$ cat config.mk
export PLATFORM = sky130hd
export DESIGN_NAME = enc_tail_mux
export DESIGN_NICKNAME = d
export VERILOG_FILES = /design/src/rtl/enc_tail_pkg.sv /design/src/rtl/etm_phase_ctrl.sv /design/src/rtl/etm_tail_store.sv /design/src/rtl/etm_tail_sel.sv /design/src/rtl/etm_out_reg.sv /design/src/rtl/enc_tail_mux.sv
export SDC_FILE = /design/constraint.sdc
export NUM_CORES = 1
export LEC_CHECK = 0
export BUFFER_PORTS_ARGS = -buffer_cell sky130_fd_sc_hd__buf_4
export CAP_MARGIN = 10
export CORE_MARGIN = 2
export CORE_UTILIZATION = 35
export DETAILED_ROUTE_END_ITERATION = 10
export PLACE_DENSITY = 0.63
export REMOVE_ABC_BUFFERS = 1
export SLEW_MARGIN = 10
export SYNTH_ARGS = -nofsm -noshare
export SYNTH_HDL_FRONTEND = slang
export SYNTH_SLANG_ARGS = --single-unit
$ cat constraint.sdc
create_clock -name clk -period 4.4 [get_ports clk]
set_clock_uncertainty 0.15 [all_clocks]
set_input_delay 0.22 -clock clk [delete_from_list [all_inputs] [get_ports clk]]
set_output_delay 0.22 -clock clk [all_outputs]
set_load 0.1 [all_outputs]
$ cat src/rtl/enc_tail_pkg.sv
// Shared definitions for the dual-encoder tail multiplexer.
// Assumes: termination takes three steps per constituent encoder.
package enc_tail_pkg;
    localparam int TAIL_STEPS = 3;                 // steps per encoder
    localparam int MUX_CYCLES = 4;                 // packed tail length
    localparam int PAR_CYCLES = 2 * TAIL_STEPS;    // parallel tail length
    localparam int STEP_W     = 3;                 // holds 0..PAR_CYCLES-1

    typedef enum logic [1:0] {
        PH_IDLE  = 2'd0,
        PH_DATA  = 2'd1,
        PH_TAIL  = 2'd2,
        PH_FLUSH = 2'd3
    } etm_phase_e;
endpackage

$ cat src/rtl/etm_phase_ctrl.sv
// Phase sequencer: idle -> data -> tail -> flush -> idle.
// Counts advancing data edges against the latched length, then the tail
// cycles for the latched mode. Assumes a start length of at least 1.
module etm_phase_ctrl
    import enc_tail_pkg::*;
#(
    parameter int LEN_W = 13
) (
    input  logic              clk,
    input  logic              rst_n,
    input  logic              i_start,
    input  logic              i_mux_mode,
    input  logic [LEN_W-1:0]  i_len,
    input  logic              i_adv,
    output etm_phase_e        phase,
    output logic [STEP_W-1:0] step,
    output logic              mode_q,
    output logic              take_data,
    output logic              cap_tail
);
    logic [LEN_W-1:0]  len_q;
    logic [LEN_W-1:0]  cnt;
    logic [STEP_W-1:0] last_step;

    // Final tail index depends on the mode latched at start
    assign last_step = mode_q ? STEP_W'(MUX_CYCLES - 1) : STEP_W'(PAR_CYCLES - 1);
    assign take_data = (phase == PH_DATA) && i_adv;
    assign cap_tail  = take_data && (cnt == len_q - LEN_W'(1));

    // Phase, counters and per-block configuration registers
    always_ff @(posedge clk) begin
        if (!rst_n) begin
            phase  <= PH_IDLE;
            len_q  <= '0;
            cnt    <= '0;
            step   <= '0;
            mode_q <= 1'b0;
        end else begin
            case (phase)
                PH_IDLE: begin
                    if (i_start) begin
                        len_q  <= i_len;
                        mode_q <= i_mux_mode;
                        cnt    <= '0;
                        phase  <= PH_DATA;
                    end
                end
                PH_DATA: begin
                    if (i_adv) begin
                        cnt <= cnt + LEN_W'(1);
                        if (cap_tail) begin
                            step  <= '0;
                            phase <= PH_TAIL;
                        end
                    end
                end
                PH_TAIL: begin
                    if (i_adv) begin
                        step <= step + STEP_W'(1);
                        if (step == last_step) begin
                            phase <= PH_FLUSH;
                        end
                    end
                end
                default: begin
                    if (i_adv) begin
                        phase <= PH_IDLE;
                    end
                end
            endcase
        end
    end
endmodule

$ cat src/rtl/etm_tail_store.sv
// Holds the termination bundles of both encoders for the tail phase.
// Loads all six bundles together on the capture strobe, keeps them otherwise.
module etm_tail_store #(
    parameter int CH = 1,
    localparam int BW = 3 * CH
) (
    input  logic          clk,
    input  logic          rst_n,
    input  logic          cap,
    input  logic [BW-1:0] tin [2][3],
    output logic [BW-1:0] tq  [2][3]
);
    for (genvar e = 0; e < 2; e++) begin : g_enc
        for (genvar f = 0; f < 3; f++) begin : g_fld
            // One bundle register per encoder and field
            always_ff @(posedge clk) begin
                if (!rst_n) begin
                    tq[e][f] <= '0;
                end else if (cap) begin
                    tq[e][f] <= tin[e][f];
                end
            end
        end
    end
endmodule

$ cat src/rtl/etm_tail_sel.sv
// Chooses the port values for one tail cycle.
// Field index: 0 systematic, 1 first parity, 2 second parity.
// Multiplexed mode packs twelve bits over three ports in four cycles;
// parallel mode gives three cycles to each encoder.
module etm_tail_sel
    import enc_tail_pkg::*;
#(
    parameter int CH = 1,
    localparam int BW = 3 * CH
) (
    input  logic              mode,
    input  logic [STEP_W-1:0] step,
    input  logic [BW-1:0]     tq [2][3],
    output logic [CH-1:0]     e1s,
    output logic [CH-1:0]     e1p0,
    output logic [CH-1:0]     e1p1,
    output logic [CH-1:0]     e2s,
    output logic [CH-1:0]     e2p0,
    output logic [CH-1:0]     e2p1,
    output logic              f1,
    output logic              f2
);
    logic [CH-1:0] seq [4 * TAIL_STEPS];
    int            b;
    int            j;

    // Build the packed tail order and pick the slice for this cycle
    always_comb begin
        e1s  = '0;
        e1p0 = '0;
        e1p1 = '0;
        e2s  = '0;
        e2p0 = '0;
        e2p1 = '0;
        f1   = 1'b0;
        f2   = 1'b0;
        b    = 0;
        j    = 0;
        for (int s = 0; s < TAIL_STEPS; s++) begin
            seq[2*s]                  = tq[0][0][s*CH +: CH];
            seq[2*s+1]                = tq[0][1][s*CH +: CH];
            seq[2*TAIL_STEPS + 2*s]   = tq[1][0][s*CH +: CH];
            seq[2*TAIL_STEPS + 2*s+1] = tq[1][1][s*CH +: CH];
        end
        if (mode) begin
            if (step < STEP_W'(MUX_CYCLES)) begin
                b    = 3 * int'(step);
                e1s  = seq[b];
                e1p0 = seq[b+1];
                e2p0 = seq[b+2];
                f1   = (step < STEP_W'(MUX_CYCLES / 2));
                f2   = !f1;
            end
        end else begin
            if (step < STEP_W'(TAIL_STEPS)) begin
                j    = int'(step);
                e1s  = tq[0][0][j*CH +: CH];
                e1p0 = tq[0][1][j*CH +: CH];
                e1p1 = tq[0][2][j*CH +: CH];
                f1   = 1'b1;
            end else if (step < STEP_W'(PAR_CYCLES)) begin
                j    = int'(step) - TAIL_STEPS;
                e1s  = tq[1][0][j*CH +: CH];
                e2s  = tq[1][0][j*CH +: CH];
                e2p0 = tq[1][1][j*CH +: CH];
                e2p1 = tq[1][2][j*CH +: CH];
                f2   = 1'b1;
            end
        end
    end
endmodule

$ cat src/rtl/etm_out_reg.sv
// Output register with load enable; holds when the load is low.
module etm_out_reg #(
    parameter int W = 8
) (
    input  logic         clk,
    input  logic         rst_n,
    input  logic         ld,
    input  logic [W-1:0] d,
    output logic [W-1:0] q
);
    // Registered output word, cleared by reset
    always_ff @(posedge clk) begin
        if (!rst_n) begin
            q <= '0;
        end else if (ld) begin
            q <= d;
        end
    end
endmodule

$ cat src/rtl/enc_tail_mux.sv
// Top: forwards the encoder data streams, then emits the termination bits
// in packed or parallel form, with tail flags and output-valid.
// Assumes upstream holds data steady while i_adv is low, and presents the
// tail bundles together with the last data symbol of a block.
module enc_tail_mux
    import enc_tail_pkg::*;
#(
    parameter int CH    = 1,
    parameter int LEN_W = 13
) (
    input  logic             clk,
    input  logic             rst_n,
    input  logic             i_start,
    input  logic             i_mux_mode,
    input  logic [LEN_W-1:0] i_len,
    input  logic             i_adv,
    input  logic [CH-1:0]    i_e1_sys,
    input  logic [CH-1:0]    i_e1_p0,
    input  logic [CH-1:0]    i_e1_p1,
    input  logic [CH-1:0]    i_e2_sys,
    input  logic [CH-1:0]    i_e2_p0,
    input  logic [CH-1:0]    i_e2_p1,
    input  logic [3*CH-1:0]  i_t1_x,
    input  logic [3*CH-1:0]  i_t1_z,
    input  logic [3*CH-1:0]  i_t1_w,
    input  logic [3*CH-1:0]  i_t2_x,
    input  logic [3*CH-1:0]  i_t2_z,
    input  logic [3*CH-1:0]  i_t2_w,
    output logic             o_ready_start,
    output logic             o_valid,
    output logic             o_tail1,
    output logic             o_tail2,
    output logic [CH-1:0]    o_e1_sys,
    output logic [CH-1:0]    o_e1_p0,
    output logic [CH-1:0]    o_e1_p1,
    output logic [CH-1:0]    o_e2_sys,
    output logic [CH-1:0]    o_e2_p0,
    output logic [CH-1:0]    o_e2_p1
);
    localparam int BW = 3 * CH;
    localparam int OW = 3 + 6 * CH;

    etm_phase_e        phase;
    logic [STEP_W-1:0] step;
    logic              mode_q;
    logic              take_data;
    logic              cap_tail;
    logic [BW-1:0]     tin [2][3];
    logic [BW-1:0]     tq  [2][3];
    logic [CH-1:0]     s_e1s, s_e1p0, s_e1p1, s_e2s, s_e2p0, s_e2p1;
    logic              s_f1, s_f2;
    logic              ld;
    logic [OW-1:0]     d_word;
    logic [OW-1:0]     q_word;

    // Gather the tail bundles into the store layout
    always_comb begin
        tin[0][0] = i_t1_x;
        tin[0][1] = i_t1_z;
        tin[0][2] = i_t1_w;
        tin[1][0] = i_t2_x;
        tin[1][1] = i_t2_z;
        tin[1][2] = i_t2_w;
    end

    etm_phase_ctrl #(.LEN_W(LEN_W)) u_ctrl (
        .clk        (clk),
        .rst_n      (rst_n),
        .i_start    (i_start),
        .i_mux_mode (i_mux_mode),
        .i_len      (i_len),
        .i_adv      (i_adv),
        .phase      (phase),
        .step       (step),
        .mode_q     (mode_q),
        .take_data  (take_data),
        .cap_tail   (cap_tail)
    );

    etm_tail_store #(.CH(CH)) u_store (
        .clk   (clk),
        .rst_n (rst_n),
        .cap   (cap_tail),
        .tin   (tin),
        .tq    (tq)
    );

    etm_tail_sel #(.CH(CH)) u_sel (
        .mode (mode_q),
        .step (step),
        .tq   (tq),
        .e1s  (s_e1s),
        .e1p0 (s_e1p0),
        .e1p1 (s_e1p1),
        .e2s  (s_e2s),
        .e2p0 (s_e2p0),
        .e2p1 (s_e2p1),
        .f1   (s_f1),
        .f2   (s_f2)
    );

    // Next output word: data pass-through, tail slice, or flush to zero
    always_comb begin
        d_word = '0;
        if (take_data) begin
            d_word = {1'b1, 1'b0, 1'b0, i_e1_sys, i_e1_p0,
                      mode_q ? {CH{1'b0}} : i_e1_p1,
                      i_e2_sys, i_e2_p0,
                      mode_q ? {CH{1'b0}} : i_e2_p1};
        end else if (phase == PH_TAIL) begin
            d_word = {1'b1, s_f1, s_f2, s_e1s, s_e1p0, s_e1p1,
                      s_e2s, s_e2p0, s_e2p1};
        end
    end

    assign ld = i_adv && (phase != PH_IDLE);

    etm_out_reg #(.W(OW)) u_oreg (
        .clk   (clk),
        .rst_n (rst_n),
        .ld    (ld),
        .d     (d_word),
        .q     (q_word)
    );

    assign {o_valid, o_tail1, o_tail2, o_e1_sys, o_e1_p0, o_e1_p1,
            o_e2_sys, o_e2_p0, o_e2_p1} = q_word;
    assign o_ready_start = (phase == PH_IDLE);
endmodule

**Word-level counts from Yosys, hierarchy flattened**

Cells that the tools add are included.

- Register bits after elaboration: 59
- Latch bits: 0
- RAM bits: 0
- Memory bits (read-only): 0
- Input port bits: 42
- Output and inout port bits: 10
- Logic and storage cells: 110
- Memories kept: 0

- Add/subtract/negate cells: 6
- $mul: 1
- Divide/modulo/power cells: 0
- Magnitude comparators: 7
- Equal/unequal tests: 9
- Shifts and indexed selects: 6
- Mux-type cells: 53
- Bitwise gates (word level): 3
- Reductions and logical operators: 13

Operators with widths:

| kind | number |
|---|---|
| 32-bit by 5-bit >= comparator with 1-bit output (second input constant) | 3 |
| 32-bit NOT | 3 |
| 3-bit by 32-bit variable part select with 1-bit output | 3 |
| 1-bit two-way mux | 33 |
| 32-bit by 2-bit adder with 32-bit output (second input constant) | 1 |
| 32-bit by 3-bit adder with 32-bit output (second input constant) | 1 |
| 13-bit two-way mux | 2 |
| 13-bit one-hot mux with 2 select lines | 1 |
| 9-bit two-way mux | 2 |
| 13-bit by 1-bit adder with 13-bit output (second input constant) | 1 |
| 13-bit equality test | 1 |
| 13-bit by 1-bit subtractor with 13-bit output (second input constant) | 1 |
| 1-bit binary-select mux with 4-bit select | 3 |
| 2-bit two-way mux | 6 |
| 3-bit two-way mux | 4 |
| 3-bit by 4-bit variable part select with 1-bit output | 3 |
| 2-bit != test (second input constant) | 4 |
| 2-bit nonzero test | 4 |
| 3-bit by 2-bit less-than comparator with 1-bit output (second input constant) | 2 |
| 3-bit less-than comparator (second input constant) | 2 |
| 2-bit one-hot mux with 3 select lines | 1 |
| 3-bit one-hot mux with 2 select lines | 1 |
| 6-bit AND reduction | 1 |
| 2-bit by 3-bit multiplier with 5-bit output (first input constant) | 1 |
| other kinds (12) | 14 |

**Longest topological paths before layout**

- Depth after elaboration: 10
- Gate-level depth with buffers: 14
- Gate-level depth less buffers: 11

**Modules after synthesis**

A second synthesis with hierarchy kept.

- Cells, all modules: 449
- Area, all modules: 3,902.5 um^2

By module, submodules not included:

| module | instances | cells each | area an instance (um^2) |
|---|---|---|---|
| etm_phase_ctrl | 1 | 249 | 1,945.6 |
| etm_tail_sel | 1 | 89 | 754.5 |
| etm_tail_store | 1 | 57 | 688.2 |
| etm_out_reg | 1 | 28 | 337.8 |
| enc_tail_mux | 1 | 26 | 176.4 |

**Worst setup path after synthesis**

Ideal clock, no wire load.

- Path kind: reg-to-reg
- Start point: register u_ctrl.step[1]
- End point: register u_oreg.q[4]
- Library setup time: 0.123 ns
- Arrival time: 3.084 ns
- Data required time: 4.127 ns
- Setup slack: 1.043 ns
- Stages on the path, launching flop included: 15
- Period minus slack after synthesis: 3.357 ns
- Cell sequence: dfxtp_1 > clkbuf_1 > inv_1 > ha_1 > clkbuf_1 > clkbuf_1 > inv_1 > ha_1 > nand2_1 > xnor2_1 > mux2i_1 > o2bb2ai_1 > a22o_1 > a221oi_1 > nor2_1

- Longest elaborated chain between the ends: 10
- Elaborated cells between the ends (all ways): 14
- Those cells by class: add/sub (1); mul (1); order compare (2); shift (1); mux (8); bitwise (1)

Ends and longest elaborated chain:

| item | RTL line | text |
|---|---|---|
| start, declared | etm_phase_ctrl.sv:16 | `output logic [STEP_W-1:0] step,` |
| start signal, assigned | etm_phase_ctrl.sv:59 | `step <= step + STEP_W'(1);` |
| 2-bit by 3-bit multiplier with 5-bit output | etm_tail_sel.sv:47 | `b = 3 * int'(step);` |
| 32-bit by 2-bit adder with 32-bit output | etm_tail_sel.sv:49 | `e1p0 = seq[b+1];` |
| 32-bit NOT (not written as such) | etm_tail_sel.sv:49 |  |
| 1-bit binary-select mux with 4-bit select | etm_tail_sel.sv:49 |  |
| 1-bit two-way mux (not written as such) (2 in series) | etm_tail_sel.sv:49 |  |
| 1-bit two-way mux | etm_tail_sel.sv:46 | `if (step < STEP_W'(MUX_CYCLES)) begin` |
| 1-bit two-way mux * | etm_tail_sel.sv:45 | `if (mode) begin` |
| 9-bit two-way mux * | enc_tail_mux.sv:110 | `end else if (phase == PH_TAIL) begin` |
| 9-bit two-way mux * | enc_tail_mux.sv:105 | `if (take_data) begin` |
| end signal, assigned | etm_out_reg.sv:14 | `q <= '0;` |
| end signal, assigned | etm_out_reg.sv:16 | `q <= d;` |
| end, declared | etm_out_reg.sv:9 | `output logic [W-1:0] q` |

Mark *: on every way between the ends. The rest lies on a longest branch, timed or not. The select of a mux whose other input is x is not followed.
A chain may end at the register's enable or synchronous reset.

**Worst setup path in the final report**

Same ends and word-level chain as after synthesis.

==> flow_summary_export.csv <==
group,metric,value,unit
critical_path,reg2reg_slack,1.10,ns
timing,tightest_slew,0.712,ns
finish,multiInputGateArea,0.00228,mm²
finish,stdcell_count,629,
critical_path,timing.rr.start,"u_ctrl.step[1]$_SDFFE_PN0P_",
yosys,yosys.area_share.simple,22.3,%
timing,final.setup.worst_slack,1.10,ns
yosys,synth_seq_cells,59,
critical_path,worstPathArrival,3.39,ns
finish,num-nets-final,544,
yosys,synth_flop_cell,"dfxtp_1",
clock_network,cts.path.max_buffers,2,
global_routing,grt_pass1_vias,3143,
timing,hold-worst-slack,-0.000402,ns
global_routing,grt_start_max_net_pins,52,
critical_path,end_kind,"flop",
placed_design,gp_congestion,0.836,
detailed_routing,drcViolationCount,0,
detailed_routing,vias_per_cell,5.04,
critical_path,path_depth,11,
clock_network,cts_root_buffer,"clkbuf_8",
critical_path,worstPathMaxFanout,17,
critical_path,crit_path_start_kind,"flop",
timing,hold_violations,1,
yosys,synth_xor_area_share,5.84,%
global_routing,gr-total-overflow,0,
placed_design,dp_hpwl,6180,µm
finish,fillers,985,
floorplanning,core_area,0.0101,mm²
placed_design,portBuffers,51,
floorplanning,fp.dieW,105,µm
yosys,synth_mux_area_share,14.3,%
critical_path,cp_num_buf_inv,2,
critical_path,r2r_end,"u_oreg.q[4]$_SDFFE_PN0P_",
clock_network,cts_tree,"built",
floorplanning,io_pins,52,
yosys,synth_fa_ha_area_share,5.07,%
detailed_routing,drt_pass1_iterations,4,
clock_network,cts_setup_buffers,0,
pwr,vdd_drop_max,0.143,mV
yosys,avgSynthCellArea,8.74,µm²
floorplanning,die-area,0.0111,mm²
min_path,min_from,"i_t2_w[1]",
critical_path,critPathSlowestCell,"ha_1",
timing,tns,0,ns
critical_path,reg2reg_depth,11,
timing,slew_headroom,52.5,%
yosys,yosysTopAreaCell,"dfxtp_1",
global_routing,grt_pass1_wl,15000,µm
outcome,status,"complete, but fails checks",
timing,rsz0062_at_grt,"no",
clock_network,clk_pin_slew,0.07,ns
pwr,leakage,1.88,nW
detailed_routing,wl,8810,µm
flow_run,maxCapViolCount,0,
yosys,synth-seq-area-share,32.8,%
global_routing,grt_use_total,16.6,%
timing,min_period_over_period,75.1,%
timing,setup_viol,0,
pwr,power,1.78,mW
timing,maxSlewViolCount,0,
min_path,min_path_cells,3,
floorplanning,start_util,35.5,%
timing,min_period,3.30,ns
placed_design,dp_cells,580,
yosys,syn-cell-area,0.00360,mm²
critical_path,slowest_delay,0.75,ns
finish,drive_gt1_share,16.6,%
floorplanning,rows,37,
min_path,whs_endpoint,"u_store.tq[1]$_SDFFE_PN0P_",
finish,layout_common_cells,"59 x dfxtp_1, 57 x nand2_1, 54 x buf_4, 33 x dlygate4sd3_1, 31 x nor2b_1",
finish,seq_area,0.00118,mm²
timing,max_freq,0.303,GHz
critical_path,cpLargestDelayFamily,"adder cells",
critical_path,worstSetupPathType,"reg -> reg",
clock_network,cts_htree_levels,3,
pwr,powerDensity,388,mW/mm²
clock_network,numCtsBuffers,9,
yosys,synth_edf_count,0,
yosys,synth_compound_area_share,15.7,%
global_routing,antenna_found_initial,0,
clock_network,insertion_delay,0.35,ns
finish,num_antenna_cells,0,
finish,layout_commonest_cell,"dfxtp_1",
critical_path,cp_cell_sequence,"inv_1 -> ha_1 -> inv_1 -> ha_1 -> nand2_1 -> xnor2_1 -> mux2i_1 -> o2bb2ai_1 -> a22o_1 -> a221oi_1 -> nor2_1",
detailed_routing,vias,3170,
yosys,synth_cell_types,55,
yosys,synth-warning-count,0,
min_path,hold_class,"in -> reg",
outcome,violations,"hold timing",
clock_network,clock-sinks,59,
yosys,synth.top_cell.area_share,32.8,%
yosys,synthTopCellsByArea,"dfxtp_1 33%, mux2i_1 8.3%, nand2_1 5.9%",
critical_path,crit_required,4.48,ns
detailed_routing,wl_per_cell,14.0,µm
detailed_routing,first_iter_violations,173,
yosys,netlist_instances,412,
placed_design,place_ws,1.10,ns
finish,syn_to_final_growth,27.4,%
yosys,synth_top_family_by_area,"simple AND/OR/NAND/NOR gates",
detailed_routing,detail-route-antenna-nets,0,
yosys,ys_async_sr_fraction,0,%
floorplanning,chipHeight,105,µm
## synth_stat cells, drive strengths merged, types with 12 or more instances
| cell | n |
|---|---|
| xor2 | 12 |
| a21oi | 21 |
| nor2 | 15 |
| nand2 | 57 |
| inv | 12 |
| mux2i | 30 |
| xnor2 | 12 |
| clkbuf | 19 |
| a21boi | 14 |
| nor2b | 31 |
| dfxtp | 59 |
| o21ai | 22 |
| ha | 13 |
## tightest hold or removal path, stage by stage
cell     delay, ns
buf_4         0.09
mux2i_1       0.05
nor2b_1       0.09
## worst max-delay path by stage
stage                     slack, ns                     endpoint                    startpoint
final                          1.10     u_oreg.q[4]$_SDFFE_PN0P_   u_ctrl.step[1]$_SDFFE_PN0P_
after global routing           0.78     u_oreg.q[4]$_SDFFE_PN0P_   u_ctrl.step[1]$_SDFFE_PN0P_
after CTS                      1.09     u_oreg.q[4]$_SDFFE_PN0P_   u_ctrl.step[1]$_SDFFE_PN0P_
after detailed placement       1.10     u_oreg.q[4]$_SDFFE_PN0P_   u_ctrl.step[1]$_SDFFE_PN0P_
after global placement         1.24     u_oreg.q[4]$_SDFFE_PN0P_   u_ctrl.step[1]$_SDFFE_PN0P_
after floorplan                1.14  u_ctrl.step[0]$_SDFFE_PN0P_  u_ctrl.phase[1]$_SDFFE_PN0P_
## report_power, final
part | total, mW | switching (mW) | leakage (nW) | internal (mW)
combinational | 0.695 | 0.441 | 1.33 | 0.254
sequential | 0.634 | 0.0539 | 0.478 | 0.580
clock | 0.451 | 0.230 | 0.0778 | 0.220
## area by class of cell
type | count | share of cell area, %
multi-input combinational | 319 | 49.6
sequential | 59 | 25.7
timing repair buffer | 87 | 16.0
tap | 136 | 3.71
clock buffer | 11 | 3.08
inverter | 12 | 0.981
clock inverter | 5 | 0.845
## layer usage
| layer | GRT usage (%) | vias up | share of wire (%) |
|---|---|---|---|
| met3 | 2.84 | 19 | 2.5 |
| met4 | 6.86 | 0 | 2.3 |
| met2 | 28.5 | 50 | 48 |
| li1 | - | 1612 | - |
| met5 | 0 | - | 0 |
| met1 | 20.4 | 1489 | 47 |
## through the flow
step / cell area (µm²) / utilization (%)
finish: 4590 / 45.3
global placement: 4080 / 40.2
CTS: 4590 / 45.3
global route: 4590 / 45.3
detailed placement: 4080 / 40.2
floorplan: 3500 / -
## timing repair
item                                   4_1_cts  5_1_grt
endpoints found under the hold margin       33        0
gates resized for setup                      0        0
hold buffers                                33        0
setup endpoints to repair                    0        0
## registers in the layout, indices dropped and copies added, names as in the netlist
signal         flops
u_oreg.q           9
u_ctrl.phase       2
u_ctrl.step        3
u_ctrl.mode_q      1
u_ctrl.len_q      13
u_store.tq        18
u_ctrl.cnt        13
## kinds of logic after synthesis
group / Yosys count
simple gates: 153
compound gates: 88
flops: 59
mux: 40
buf+inv: 34
xor+xnor: 24
fa+ha+maj: 14
No activity file was read; power rests on OpenSTA's default activity.
